### src/rtl/async_sram_ctrl.sv
module async_sram_ctrl #(
  parameter int CLK_NS = 10,
  parameter bit SLOW   = 1'b0,
  parameter int AW     = 19,
  parameter int DW     = 8
) (
  input  logic          clk,
  input  logic          rst_n,
  input  logic          req,
  input  logic          req_wr,
  input  logic [AW-1:0] req_addr,
  input  logic [DW-1:0] req_wdata,
  output logic          busy,
  output logic          rd_valid,
  output logic [DW-1:0] rd_data,
  output logic [AW-1:0] sram_addr,
  output logic          sram_cs_n,
  output logic          sram_we_n,
  output logic          sram_oe_n,
  output logic [DW-1:0] sram_dout,
  output logic          sram_doe,
  input  logic [DW-1:0] sram_din
);

  function automatic int cyc(input int ns);
    return (ns <= 0) ? 0 : (ns + CLK_NS - 1) / CLK_NS;
  endfunction

  function automatic int imax(input int a, input int b);
    return (a > b) ? a : b;
  endfunction

  localparam int T_RC = SLOW ? 70 : 55;
  localparam int T_AA = SLOW ? 70 : 55;
  localparam int T_OE = SLOW ? 35 : 30;
  localparam int T_HZ = 20;
  localparam int T_WC = SLOW ? 70 : 55;
  localparam int T_WP = SLOW ? 50 : 45;
  localparam int T_CW = SLOW ? 60 : 50;
  localparam int T_AW = SLOW ? 60 : 50;
  localparam int T_DW = SLOW ? 30 : 25;

  localparam int ACC    = imax(cyc(imax(T_AA, T_OE)), 1);
  localparam int HZ     = imax(cyc(T_HZ), 1);
  localparam int RD_REC = imax(cyc(T_RC) - ACC, HZ);
  localparam int WP     = imax(imax(imax(cyc(T_WP), cyc(T_CW)), imax(cyc(T_AW), cyc(T_DW))), 1);
  localparam int WR_REC = imax(cyc(T_WC) - WP - 2, 0);
  localparam int CW     = $clog2(imax(imax(ACC, RD_REC), imax(WP, WR_REC + 1)) + 1);

  typedef enum logic [2:0] {
    S_IDLE, S_RACC, S_RREC, S_WSET, S_WPUL, S_WHLD, S_WREC
  } st_t;

  st_t           st;
  logic [CW-1:0] cnt;
  logic          cnt_done;

  assign busy     = (st != S_IDLE);
  assign cnt_done = (cnt == '0);

  always_ff @(posedge clk) begin
    if (!rst_n) begin
      st        <= S_IDLE;
      cnt       <= '0;
      sram_cs_n <= 1'b1;
      sram_we_n <= 1'b1;
      sram_oe_n <= 1'b1;
      sram_doe  <= 1'b0;
      sram_addr <= '0;
      sram_dout <= '0;
      rd_valid  <= 1'b0;
      rd_data   <= '0;
    end else begin
      rd_valid <= 1'b0;
      case (st)
        S_IDLE: if (req) begin
          sram_addr <= req_addr;
          if (req_wr) begin
            sram_dout <= req_wdata;
            sram_doe  <= 1'b1;
            st        <= S_WSET;
          end else begin
            sram_cs_n <= 1'b0;
            sram_oe_n <= 1'b0;
            cnt       <= CW'(ACC - 1);
            st        <= S_RACC;
          end
        end
        S_RACC: if (cnt_done) begin
          rd_data   <= sram_din;
          rd_valid  <= 1'b1;
          sram_cs_n <= 1'b1;
          sram_oe_n <= 1'b1;
          cnt       <= CW'(RD_REC - 1);
          st        <= S_RREC;
        end else cnt <= cnt - 1'b1;
        S_RREC: if (cnt_done) st <= S_IDLE;
                else cnt <= cnt - 1'b1;
        S_WSET: begin
          sram_cs_n <= 1'b0;
          sram_we_n <= 1'b0;
          cnt       <= CW'(WP - 1);
          st        <= S_WPUL;
        end
        S_WPUL: if (cnt_done) begin
          sram_cs_n <= 1'b1;
          sram_we_n <= 1'b1;
          st        <= S_WHLD;
        end else cnt <= cnt - 1'b1;
        S_WHLD: begin
          sram_doe <= 1'b0;
          if (WR_REC == 0) st <= S_IDLE;
          else begin
            cnt <= CW'(imax(WR_REC - 1, 0));
            st  <= S_WREC;
          end
        end
        S_WREC: if (cnt_done) st <= S_IDLE;
                else cnt <= cnt - 1'b1;
        default: st <= S_IDLE;
      endcase
    end
  end

  p_we_oe_excl_r2: assert property (@(posedge clk) disable iff (!rst_n)
    !sram_we_n |-> sram_oe_n);

  p_we_needs_cs_r4: assert property (@(posedge clk) disable iff (!rst_n)
    !sram_we_n |-> (!sram_cs_n && sram_doe));

  p_addr_stable_r4: assert property (@(posedge clk) disable iff (!rst_n)
    (!sram_cs_n && $past(!sram_cs_n)) |-> $stable(sram_addr));

  p_data_stable_r4: assert property (@(posedge clk) disable iff (!rst_n)
    (sram_doe && $past(sram_doe)) |-> $stable(sram_dout));

  p_no_drive_on_read_r5: assert property (@(posedge clk) disable iff (!rst_n)
    sram_doe |-> sram_oe_n);

  p_hz_gap_r5: assert property (@(posedge clk) disable iff (!rst_n)
    $rose(sram_oe_n) |=> !sram_doe);

  p_rdv_pulse_r3: assert property (@(posedge clk) disable iff (!rst_n)
    rd_valid |=> !rd_valid);

  p_rdv_in_busy_r6: assert property (@(posedge clk) disable iff (!rst_n)
    rd_valid |-> (busy && sram_cs_n && sram_oe_n));

  p_idle_quiet_r1: assert property (@(posedge clk) disable iff (!rst_n)
    !busy |-> (sram_cs_n && sram_we_n && sram_oe_n && !sram_doe));

endmodule

### config.mk
export PLATFORM = sky130hd
export DESIGN_NAME = async_sram_ctrl
export DESIGN_NICKNAME = d
export VERILOG_FILES = /design/src/rtl/async_sram_ctrl.sv
export SDC_FILE = /design/constraint.sdc
export NUM_CORES = 1
export LEC_CHECK = 0
export BUFFER_PORTS_ARGS = -buffer_cell sky130_fd_sc_hd__clkbuf_2
export CELL_PAD_IN_SITES_DETAIL_PLACEMENT = 1
export CELL_PAD_IN_SITES_GLOBAL_PLACEMENT = 2
export CORE_UTILIZATION = 27
export CTS_CLUSTER_SIZE = 12
export DETAILED_ROUTE_END_ITERATION = 10
export PLACE_DENSITY = 0.83
export SYNTH_ARGS = -nofsm -noshare
export SYNTH_HDL_FRONTEND = slang
export SYNTH_SLANG_ARGS = --single-unit
### constraint.sdc
create_clock -name clk -period 3 [get_ports clk]
set_clock_uncertainty 0.2 [all_clocks]
set_input_delay 0.3 -clock clk [delete_from_list [all_inputs] [get_ports clk]]
set_output_delay 0.3 -clock clk [all_outputs]
set_load 0.02 [all_outputs]
==> key figures, run 1 <==
Status
  • Run status: finished, final reports clean

Yosys
  • Mapped Area: 0.001867 mm^2
  • Flip-flop and latch count after synthesis: 46
  • Number of instances in the synthesized netlist: 223
  • Synth cell types: 34
  • Net count after synthesis: 264
  • Warning count from the yosys run: 0
  • Post-synthesis average cell area: 8.371 um^2
  • Sequential cell area fraction in the yosys report: 49.33%

Global route
  • Met2 Resource Use GR: 25.00%
  • Grt met1 use: 18.58%
  • Total routing usage reported by global routing: 14.85%
  • Global-route wire length before repair: 8569 um
  • Largest net degree at the start of global routing: 22
  • Number of antenna violations at the first check in global routing: 0
  • Gr ovfl total: 0
  • Global Route met3 Usage: 3.599%
  • GR peak layer: met2
  • Number of global-route vias before repair: 1808

Power and ir drop
  • Pwr/cell area: 725.8 mW/mm^2
  • Standby leakage power: 0.001112 uW
  • Total power after layout: 1739 uW
  • Sequential Power Share: 44.6%
  • Maximum resistive drop on vdd: 0.2682 mV
  • Internal power summed over all cells: 1104 uW
  • Switching power: 635.4 uW
  • Combinational share of power: 32.6%
  • Clock network fraction of design power: 22.7%
  • Fraction of power spent switching nets: 36.54%

Worst setup path
  • Required time of the worst setup path: 2.96 ns
  • Category of the worst setup path capture point: flop
  • Class of the most critical setup path: reg2reg
  • Nature of the critical path startpoint: flop
  • Arr. time, crit path: 2.24 ns
  • Maximum fanout along the worst path: 9

Layout
  • Layout cell share with drive strength beyond 1: 31.99%
  • Final Instance Area: 0.002396 mm^2
  • Number of inserted diodes: 0
  • Number of fill cells in the layout: 821
  • Area added between synthesis and finish: 28.35%
  • Total Nets Final: 337
  • Area occupied by registers: 920.9 um^2
  • Area taken by multi-input logic gates: 850.8 um^2
  • Final core area utilization: 36.89%

Clocking
  • Number of instances resized during post-cts repair: 0
  • CTS Buf Count: 5
  • Latest clock arrival within the worst-skew pair: 0.30 ns
  • Clk Tree Root Cell: sky130_fd_sc_hd__clkbuf_8
  • Clock slew at reported path FFs: 0.09 ns
  • Number of sinks on the clock net: 46
  • # hold bufs at CTS: 0
  • # Post-CTS Setup Buffers: 0
  • Clock tree from TritonCTS: built
  • H-tree depth reported by CTS: 2
  • Maximum count of clock buffers along a single path: 2

Die
  • Core footprint: 0.006495 mm^2
  • Die Span Y: 85.15 um
  • Starting utilization of the core area: 28.74%
  • Number of cell rows: 29
  • Chip width: 85.15 um
  • # IOs: 80
  • Die ar.: 0.007251 mm^2

Routing
  • Via/cell ratio: 4.770
  • Initial DRT Pass Iterations: 4
  • Via count: 1784
  • Final routed wire length divided by cell count: 13.59 um
  • Initial DRC Count: 40
  • Routed WL: 5082 um
  • Post-detailed-route count of antenna-violating nets: 0
  • Post-route DRC: 0

STA
  • Final setup vio count: 0
  • Final setup TNS: 0 ns
  • Transition time at the pin with the least slew margin: 0.7568 ns
  • Highest Clock Rate: 439.7 MHz
  • Share of the clock period used by the worst path: 75.81%
  • Final hold violation count: 0
  • Unrepaired setup endpoints after global routing: false
  • Tmin final: 2.274 ns
  • Worst slew slack as a fraction of its limit: 49.49%
  • Number of slew-limit violations in the final report: 0

Placement
  • Sum of net half-perimeters after detailed placement: 3672 um
  • GP Congestion: 0.7293
  • Number of I/O port buffers: 79
  • Instance area at placement: 0.002301 mm^2

Job
  • Number of max-cap violations: 0

Worst hold path
  • Path category of the worst min-delay check: in2reg
==> final cells by class <==
| cell class | count | share of cell area [%] |
|---|---|---|
| timing repair buffer | 81 | 17.13 |
| tap | 77 | 4.021 |
| clock inverter | 2 | 0.5222 |
| multi-input combinational | 156 | 35.51 |
| sequential | 46 | 38.43 |
| inverter | 6 | 0.9399 |
| clock buffer | 6 | 3.446 |
==> worst max-delay path, stage by stage (launching register included) <==
cell                      delay (ns)
sky130_fd_sc_hd__dfxtp_1        0.32
sky130_fd_sc_hd__inv_1          0.09
sky130_fd_sc_hd__ha_1           0.19
sky130_fd_sc_hd__nor2b_1        0.47
sky130_fd_sc_hd__nand3_1        0.51
sky130_fd_sc_hd__mux2i_1        0.30
sky130_fd_sc_hd__nor2_1         0.06
==> per-layer routing <==
layer / wire length (um) / part of all wire, %
met4: 65 / 1.3
met1: 2394 / 47
met5: 0 / 0
met2: 2341 / 46
met3: 281 / 5.5
==> cell families (layout without fill, tap and decap cells) <==
family | count (synthesis) | after routing | share of synthesized area (%)
multiplexers | 8 | 8 | 4.290
buffers and inverters | 21 | 95 | 5.094
AND/OR/NAND/NOR | 93 | 93 | 23.59
AO/OA/AOI/OAI | 53 | 53 | 16.35
adder cells (fa/ha/maj) | 2 | 2 | 1.340
flip-flops | 46 | 46 | 49.33
==> through the flow <==
stage	std cells	setup WS, ns	hold slack (ns)
floorplan	223	1.225	0.1619
global placement	366	0.7845	0.2413
detailed placement	366	0.7036	0.2495
CTS	374	0.7069	0.003783
global route	374	0.4335	0.01222
finish	374	0.7258	0.01669
==> path summary, 6_finish.rpt <==
check	startpoint	end	slack (ns)	depth (start not counted)
min reg2reg	sram_dout[0]	sram_dout[0]	0.26	2
max reg2reg	cnt[0]	rd_data[7]	0.73	6
min	req_addr[6]	sram_addr[6]	0.02	3
max	cnt[0]	rd_data[7]	0.73	6
==> synthesized netlist by cell type <==
cell	instances	area share, %
sky130_fd_sc_hd__a21boi_0	2	0.80
sky130_fd_sc_hd__a21oi_1	34	9.1
sky130_fd_sc_hd__a22oi_1	1	0.40
sky130_fd_sc_hd__a311oi_2	1	0.80
sky130_fd_sc_hd__a31oi_1	1	0.34
sky130_fd_sc_hd__and2_4	1	0.47
sky130_fd_sc_hd__and3b_1	1	0.47
sky130_fd_sc_hd__buf_2	7	1.9
sky130_fd_sc_hd__buf_6	1	0.60
sky130_fd_sc_hd__clkbuf_1	7	1.4
sky130_fd_sc_hd__dfxtp_1	46	49
sky130_fd_sc_hd__ha_1	2	1.3
sky130_fd_sc_hd__inv_1	6	1.2
sky130_fd_sc_hd__mux2i_1	8	4.3
sky130_fd_sc_hd__nand2_1	54	11
sky130_fd_sc_hd__nand3_1	10	2.7
sky130_fd_sc_hd__nand4_1	1	0.34
sky130_fd_sc_hd__nor2_1	13	2.6
sky130_fd_sc_hd__nor2b_1	5	1.7
sky130_fd_sc_hd__nor3_1	1	0.27
sky130_fd_sc_hd__nor4_1	1	0.34
sky130_fd_sc_hd__nor4b_1	1	0.47
sky130_fd_sc_hd__nor4b_4	1	1.3
sky130_fd_sc_hd__o2111ai_1	1	0.47
sky130_fd_sc_hd__o21a_1	1	0.40
sky130_fd_sc_hd__o21ai_0	8	2.1
sky130_fd_sc_hd__o221a_1	1	0.60
sky130_fd_sc_hd__o22ai_1	1	0.34
sky130_fd_sc_hd__o2bb2ai_1	1	0.47
sky130_fd_sc_hd__o32ai_1	1	0.47
sky130_fd_sc_hd__or2_4	1	0.47
sky130_fd_sc_hd__or3_4	1	0.60
sky130_fd_sc_hd__or4b_1	1	0.54
sky130_fd_sc_hd__or4b_2	1	0.54
==> power groups by stage <==
stage	sequential [uW]	combinational [uW]	clock, uW
after global placement	788	565	0
after global routing	789	637	449
final	776	567	395
after floorplan	838	361	0
after CTS	777	578	425
after detailed placement	790	578	0
==> registers in the layout (all words and copies together), names as in the netlist <==
signal / flops
st: 3
cnt: 3
sram_cs_n: 1
sram_oe_n: 1
rd_data: 8
rd_valid: 1
sram_we_n: 1
sram_addr: 19
sram_doe: 1
sram_dout: 8
==> cells in the final DEF, fill, tap and decap left out, types with 2 or more instances in the layout <==
cell	Yosys	routed
sky130_fd_sc_hd__nor2_1	13	13
sky130_fd_sc_hd__inv_1	6	6
sky130_fd_sc_hd__mux2i_1	8	8
sky130_fd_sc_hd__a21boi_0	2	2
sky130_fd_sc_hd__clkbuf_2	0	79
sky130_fd_sc_hd__buf_4	0	2
sky130_fd_sc_hd__dfxtp_1	46	46
sky130_fd_sc_hd__nor2b_1	5	5
sky130_fd_sc_hd__o21ai_0	8	8
sky130_fd_sc_hd__nand2_1	54	54
sky130_fd_sc_hd__a21oi_1	34	34
sky130_fd_sc_hd__nand3_1	10	10
sky130_fd_sc_hd__clkbuf_8	0	6
sky130_fd_sc_hd__ha_1	2	2
(Power assumes the default switching activity.)
==> run 2: changes to the inputs <==
CORE_UTILIZATION = 26   (was 27)
PLACE_DENSITY = 0.8   (was 0.83)
clock period = 2.35 ns   (was 3 ns; I/O delays follow)
==> run 2 against run 1 <==
Compared with the run above:
- register-to-register slack lost 0.38 ns
- setup slack lost 0.38 ns
- clock-buffer cell count grew 1
- via count is 7.7% higher
- global-route usage is 0.76 points higher
- cell count increased by 16%
- critical endpoint is now rd_data[1]
==> key figures, run 2 (same netlist as run 1, synthesis figures left out) <==
STA
  • Worst slew slack as a fraction of its limit: 55.86% (was 49.49%)
  • Highest Clock Rate: 498.0 MHz (was 439.7 MHz)
  • Transition time at the pin with the least slew margin: 0.6621 ns (was 0.7568 ns)
  • Share of the clock period used by the worst path: 85.45% (was 75.81%)
  • Tmin final: 2.008 ns (was 2.274 ns)
  • Final setup TNS: 0 ns (unchanged)
  • Final hold violation count: 0 (unchanged)
  • Final setup vio count: 0 (unchanged)
  • Number of slew-limit violations in the final report: 0 (unchanged)
  • Unrepaired setup endpoints after global routing: false (unchanged)

Clocking
  • H-tree depth reported by CTS: 2 (unchanged)
  • CTS Buf Count: 5 (unchanged)
  • Clock tree from TritonCTS: built (unchanged)
  • Latest clock arrival within the worst-skew pair: 0.29 ns (was 0.30 ns)
  • Clock slew at reported path FFs: 0.08 ns (was 0.09 ns)
  • Number of sinks on the clock net: 46 (unchanged)
  • Clk Tree Root Cell: sky130_fd_sc_hd__clkbuf_8 (unchanged)
  • # Post-CTS Setup Buffers: 0 (unchanged)
  • Maximum count of clock buffers along a single path: 2 (unchanged)

Power and ir drop
  • Pwr/cell area: 814.0 mW/mm^2 (was 725.8 mW/mm^2)
  • Total power after layout: 2301 uW (was 1739 uW)
  • Standby leakage power: 0.001293 uW (was 0.001112 uW)
  • Maximum resistive drop on vdd: 0.4934 mV (was 0.2682 mV)

Layout
  • Area added between synthesis and finish: 51.41% (was 28.35%)
  • Total Nets Final: 378 (was 337)
  • Flip-flop count of the largest register, all copies and words added: 19 (unchanged)
  • Final core area utilization: 41.15% (was 36.89%)
  • Most common cell after layout, fill and taps aside: sky130_fd_sc_hd__clkbuf_2 (unchanged)
  • Leading cell types in the layout, fill and taps excluded: 79 x sky130_fd_sc_hd__clkbuf_2, 54 x sky130_fd_sc_hd__nand2_1, 46 x sky130_fd_sc_hd__dfxtp_1 (unchanged)
  • Number of inserted diodes: 0 (unchanged)
  • Largest register by flop count: sram_addr (unchanged)
  • Layout cell share with drive strength beyond 1: 29.29% (was 31.99%)
  • Number of fill cells in the layout: 844 (was 821)
  • Biggest registers after layout: sram_addr: 19 flops, rd_data: 8 flops, sram_dout: 8 flops (unchanged)

Worst setup path
  • Crit path cell chain: inv_1, ha_1, nor2b_1, buf_4, nand3_1, buf_4, mux2i_1, nor2_1 (was inv_1, ha_1, nor2b_1, nand3_1, mux2i_1, nor2_1)
  • Category of the worst setup path capture point: flop (unchanged)
  • Slowest cell on the critical path: sky130_fd_sc_hd__nor2b_1 (was sky130_fd_sc_hd__nand3_1)
  • Delay contributed by the slowest stage of the critical path: 0.40 ns (was 0.51 ns)
  • Buf/Inv on CP: 3 (was 1)
  • Arr. time, crit path: 1.98 ns (was 2.24 ns)
  • Family with the most delay on the worst path: simple AND/OR/NAND/NOR gates (unchanged)
  • Maximum fanout along the worst path: 9 (unchanged)
  • Class of the most critical setup path: reg2reg (unchanged)
  • Critical Path Most Common Cell: sky130_fd_sc_hd__buf_4
  • Nature of the critical path startpoint: flop (unchanged)
  • Required time of the worst setup path: 2.32 ns (was 2.96 ns)

Placement
  • Sum of net half-perimeters after detailed placement: 3702 um (was 3672 um)
  • GP Congestion: 0.8233 (was 0.7293)
  • Number of I/O port buffers: 79 (unchanged)

Die
  • Number of cell rows: 30 (was 29)
  • Die ar.: 0.007523 mm^2 (was 0.007251 mm^2)
  • Die Span Y: 86.74 um (was 85.15 um)
  • Core footprint: 0.006869 mm^2 (was 0.006495 mm^2)
  • # IOs: 80 (unchanged)
  • Starting utilization of the core area: 27.18% (was 28.74%)
  • Chip width: 86.74 um (was 85.15 um)

Routing
  • Post-route DRC: 0 (unchanged)
  • Initial DRC Count: 57 (was 40)
  • Via/cell ratio: 4.429 (was 4.770)
  • Post-detailed-route count of antenna-violating nets: 0 (unchanged)
  • Final routed wire length divided by cell count: 12.84 um (was 13.59 um)
  • Initial DRT Pass Iterations: 4 (unchanged)
  • Via count: 1922 (was 1784)
  • Routed WL: 5573 um (was 5082 um)

Worst hold path
  • Path category of the worst min-delay check: in2reg (unchanged)

Global route
  • Gr ovfl total: 0 (unchanged)
  • Total routing usage reported by global routing: 15.61% (was 14.85%)
  • Number of antenna violations at the first check in global routing: 0 (unchanged)
  • Global-route wire length before repair: 9156 um (was 8569 um)
  • Number of global-route vias before repair: 1942 (was 1808)
  • Largest net degree at the start of global routing: 32 (was 22)

Status
  • Run status: finished, final reports clean (unchanged)

Job
  • Number of max-cap violations: 0 (unchanged)
-- run 2: cell types whose count changed in the layout (fill, tap and decap cells not counted) --
cell | before | now
sky130_fd_sc_hd__clkinvlp_4 | 1 | 0
sky130_fd_sc_hd__dlygate4sd3_1 | 0 | 36
sky130_fd_sc_hd__buf_12 | 0 | 1
sky130_fd_sc_hd__clkbuf_1 | 0 | 1
sky130_fd_sc_hd__buf_4 | 2 | 6
-- run 2: cell type report --
type                    count  area (um^2)  area share, %
clock buffers               7        86.33          3.054
clock inverters             1        5.005         0.1771
inverters                   6        22.52         0.7968
multi-input cells         156        850.8          30.10
flip-flops and latches     46        920.9          32.58
well taps                  96        120.1          4.250
repair buffers            122        820.8          29.04
-- run 2: worst paths after layout --
check | from | end | slack (ns) | cells past startpoint
worst max-delay path | cnt[0] | rd_data[1] | 0.34 | 8
worst min-delay path | req | st[0] | 0.15 | 3
worst max register to register | cnt[0] | rd_data[1] | 0.34 | 8
worst min register to register | sram_dout[7] | sram_dout[7] | 0.25 | 2
-- run 2: power breakdown --
group	switching (uW)	internal, uW	total [uW]
clock	256	238	494
combinational	474	351	824
sequential	91.9	890	982
total	822	1480	2300
-- run 2: metal layers --
layer | vias to the layer above | routed length, um | share of wire [%] | track usage (%)
met5 | - | 0 | 0 | 0
met3 | 4 | 251 | 4.5 | 3.619
met2 | 54 | 2752 | 49 | 27.27
met1 | 884 | 2527 | 45 | 19.12
li1 | 980 | - | - | -
met4 | 0 | 42 | 0.75 | 4.545
-- run 2: metrics by stage --
| stage | cells | setup WS [ns] | cell area (um^2) | hold WS (ns) |
|---|---|---|---|---|
| after floorplan | 223 | 0.5751 | 1867 | 0.09694 |
| after global placement | 390 | 0.4185 | 2375 | 0.2409 |
| after detailed placement | 390 | 0.3557 | 2375 | 0.2474 |
| after CTS | 434 | 0.3392 | 2826 | 0.1321 |
| after global routing | 434 | 0.1508 | 2826 | 0.2081 |
| final | 434 | 0.3420 | 2826 | 0.1526 |
-- run 2: worst register-to-register path: cells and delay by family (launching register included) --
kind          cells  cell delay (ns)
flops             1             0.32
buf+inv           3             0.50
mux               1             0.15
simple gates      3             0.54
fa+ha+maj         1             0.18
-- run 2: timing repair --
action,CTS,global route
hold buffers,36,0
hold endpoints to repair,36,0
resized for setup,0,0
==> run 3: changes to the inputs <==
CELL_PAD_IN_SITES_DETAIL_PLACEMENT = default   (was 1)
CELL_PAD_IN_SITES_GLOBAL_PLACEMENT = default   (was 2)
CORE_UTILIZATION = 43   (was 26)
PLACE_DENSITY = 0.74   (was 0.8)
==> run 3 against run 2 <==
Compared with the run above:
- flip-flop and latch count did not move
- final area decreased by 2.2%
- critical path depth fell by 2
- setup slack better by 0.0035 ns
- maximum frequency grew 0.17%
- hold slack got worse by 0.018 ns
- critical path type unchanged
- highest routed layer unchanged
==> key figures, run 3 (same netlist as run 1, synthesis figures left out) <==
Status
  • Run status: finished, final reports clean (unchanged)

Job
  • Number of max-cap violations: 0 (unchanged)

Worst hold path
  • Count of cells along the worst hold path: 3 (unchanged)
  • Hold path start: req (unchanged)
  • Worst hold endpoint: st[0] (unchanged)
  • Path category of the worst min-delay check: in2reg (unchanged)

Clocking
  • CTS Buf Count: 5 (unchanged)
  • Clock slew at reported path FFs: 0.09 ns (was 0.08 ns)
  • Clock tree from TritonCTS: built (unchanged)
  • H-tree depth reported by CTS: 2 (unchanged)
  • Number of sinks on the clock net: 46 (unchanged)
  • # Post-CTS Setup Buffers: 0 (unchanged)
  • Latest clock arrival within the worst-skew pair: 0.29 ns (about the same)
  • Clk Tree Root Cell: sky130_fd_sc_hd__clkbuf_8 (unchanged)
  • Number of instances resized during post-cts repair: 0 (unchanged)
  • Maximum count of clock buffers along a single path: 2 (unchanged)
  • # hold bufs at CTS: 36 (unchanged)

Layout
  • Most common cell after layout, fill and taps aside: sky130_fd_sc_hd__clkbuf_2 (unchanged)
  • Area added between synthesis and finish: 48.12% (was 51.41%)
  • Largest register by flop count: sram_addr (unchanged)
  • Number of inserted diodes: 0 (unchanged)
  • Leading cell types in the layout, fill and taps excluded: 79 x sky130_fd_sc_hd__clkbuf_2, 54 x sky130_fd_sc_hd__nand2_1, 46 x sky130_fd_sc_hd__dfxtp_1 (unchanged)
  • Number of fill cells in the layout: 344 (was 844)
  • Final core area utilization: 67.67% (was 41.15%)
  • Flip-flop count of the largest register, all copies and words added: 19 (unchanged)
  • Total Nets Final: 375 (was 378)
  • Biggest registers after layout: sram_addr: 19 flops, rd_data: 8 flops, sram_dout: 8 flops (unchanged)
  • Layout cell share with drive strength beyond 1: 28.66% (was 29.29%)

Routing
  • Via/cell ratio: 5.073 (was 4.429)
  • Post-route DRC: 0 (unchanged)
  • Initial DRC Count: 70 (was 57)
  • Post-detailed-route count of antenna-violating nets: 0 (unchanged)
  • Final routed wire length divided by cell count: 13.49 um (was 12.84 um)
  • Routed WL: 5192 um (was 5573 um)
  • Via count: 1953 (was 1922)
  • Initial DRT Pass Iterations: 4 (unchanged)

Global route
  • Grt met1 use: 26.39% (was 19.12%)
  • Largest net degree at the start of global routing: 31 (was 32)
  • Total routing usage reported by global routing: 23.68% (was 15.61%)
  • Global Route met3 Usage: 6.333% (was 3.619%)
  • Gr ovfl total: 0 (unchanged)
  • Number of global-route vias before repair: 1762 (was 1942)
  • Number of antenna violations at the first check in global routing: 0 (unchanged)
  • Global-route wire length before repair: 8031 um (was 9156 um)
  • Met2 Resource Use GR: 42.70% (was 27.27%)
  • GR peak layer: met2 (unchanged)

Worst setup path
  • Crit path cell chain: inv_1, ha_1, nor2b_1, nand3_1, mux2i_1, nor2_1 (was inv_1, ha_1, nor2b_1, buf_4, nand3_1, buf_4, mux2i_1, nor2_1)
  • Category of the worst setup path capture point: flop (unchanged)
  • Delay contributed by the slowest stage of the critical path: 0.43 ns (was 0.40 ns)
  • Worst setup slack for register-to-register paths: 0.35 ns (was 0.34 ns)
  • Maximum fanout along the worst path: 9 (unchanged)
  • Arr. time, crit path: 1.99 ns (was 1.98 ns)
  • Nature of the critical path startpoint: flop (unchanged)
  • Critical register-to-register path startpoint: cnt[0] (unchanged)
  • Cell depth of the worst flop-to-flop path: 6 (was 8)
  • Class of the most critical setup path: reg2reg (unchanged)
  • Slowest cell on the critical path: sky130_fd_sc_hd__nand3_1 (was sky130_fd_sc_hd__nor2b_1)
  • Reg2Reg Capture Point: rd_data[0] (was rd_data[1])
  • Required time of the worst setup path: 2.33 ns (was 2.32 ns)

Placement
  • GP Congestion: 0.8972 (was 0.8233)
  • Sum of net half-perimeters after detailed placement: 3050 um (was 3702 um)
  • Number of I/O port buffers: 79 (unchanged)
  • Pre-CTS setup slack: 0.3469 ns (was 0.3557 ns)

STA
  • Unrepaired setup endpoints after global routing: false (unchanged)
  • Transition time at the pin with the least slew margin: 0.6370 ns (was 0.6621 ns)
  • Tmin final: 2.005 ns (was 2.008 ns)
  • Tightest hold margin: 0.1351 ns (was 0.1526 ns)
  • Highest Clock Rate: 498.9 MHz (was 498.0 MHz)
  • Share of the clock period used by the worst path: 85.30% (was 85.45%)
  • Final hold violation count: 0 (unchanged)
  • Final setup TNS: 0 ns (unchanged)
  • Final setup vio count: 0 (unchanged)
  • Number of slew-limit violations in the final report: 0 (unchanged)
  • Worst slew slack as a fraction of its limit: 57.53% (was 55.86%)
  • Least setup slack across all paths after layout: 0.3455 ns (was 0.3420 ns)

Die
  • Chip width: 67.89 um (was 86.74 um)
  • Die Span Y: 67.89 um (was 86.74 um)
  • Number of cell rows: 23 (was 30)
  • Die ar.: 0.004609 mm^2 (was 0.007523 mm^2)
  • Core footprint: 0.004086 mm^2 (was 0.006869 mm^2)
  • # IOs: 80 (unchanged)
  • Starting utilization of the core area: 45.68% (was 27.18%)

Power and ir drop
  • Maximum resistive drop on vdd: 0.4982 mV (was 0.4934 mV)
  • Total power after layout: 2367 uW (was 2301 uW)
  • Pwr/cell area: 855.9 mW/mm^2 (was 814.0 mW/mm^2)
  • Standby leakage power: 0.001282 uW (was 0.001293 uW)
run 3: cell count changes in the layout (fill, tap and decap cells not counted), sizes merged:
cell,before,now
buf,7,4
bufinv,0,1
clkbuf,86,85
clkinv,1,0
clkinvlp,0,1
run 3: cell type report:
type                            count  area [um^2]  area share (%)
Inverter                            6        22.52          0.8145
Clock buffer                        6        72.57           2.624
Clock inverter                      2        37.54           1.357
Sequential cell                    46        920.9           33.30
Timing Repair Buffer              119        798.3           28.87
Tap cell                           50        62.56           2.262
Multi-Input combinational cell    156        850.8           30.77
run 3: report_power, final:
part | internal [uW] | switching [uW] | total (uW) | leakage [uW]
registers | 891 | 91.9 | 982 | 0.000376
logic | 339 | 468 | 807 | 0.000854
clock network | 317 | 260 | 577 | 0.0000514
total | 1550 | 820 | 2370 | 0.00128
run 3: worst max path at each step:
| stage | start | to | slack [ns] |
|---|---|---|---|
| global route | cnt[0] | rd_data[0] | 0.09 |
| global placement | cnt[0] | rd_data[5] | 0.40 |
| CTS | cnt[0] | rd_data[0] | 0.33 |
| floorplan | cnt[0] | cnt[2] | 0.58 |
| detailed placement | cnt[0] | rd_data[0] | 0.35 |
| finish | cnt[0] | rd_data[0] | 0.35 |
run 3: worst max-delay path, delay by kind of cell (launching register included):
family | cells | cell delay (ns)
flip-flops | 1 | 0.32
AND/OR/NAND/NOR | 3 | 0.80
buffers and inverters | 1 | 0.09
multiplexers | 1 | 0.29
adder cells (fa/ha/maj) | 1 | 0.19
run 3: routing by layer:
metal  part of all wire [%]  up-vias
met5                      0        -
met3                    4.4       11
met4                    1.8        0
li1                       -      976
met2                     52       56
met1                     42      910
run 3: metrics by stage:
stage	instance area [um^2]	cells
after global routing	2765	385
after floorplan	1867	223
after CTS	2765	385
final	2765	385
after detailed placement	2295	341
after global placement	2295	341
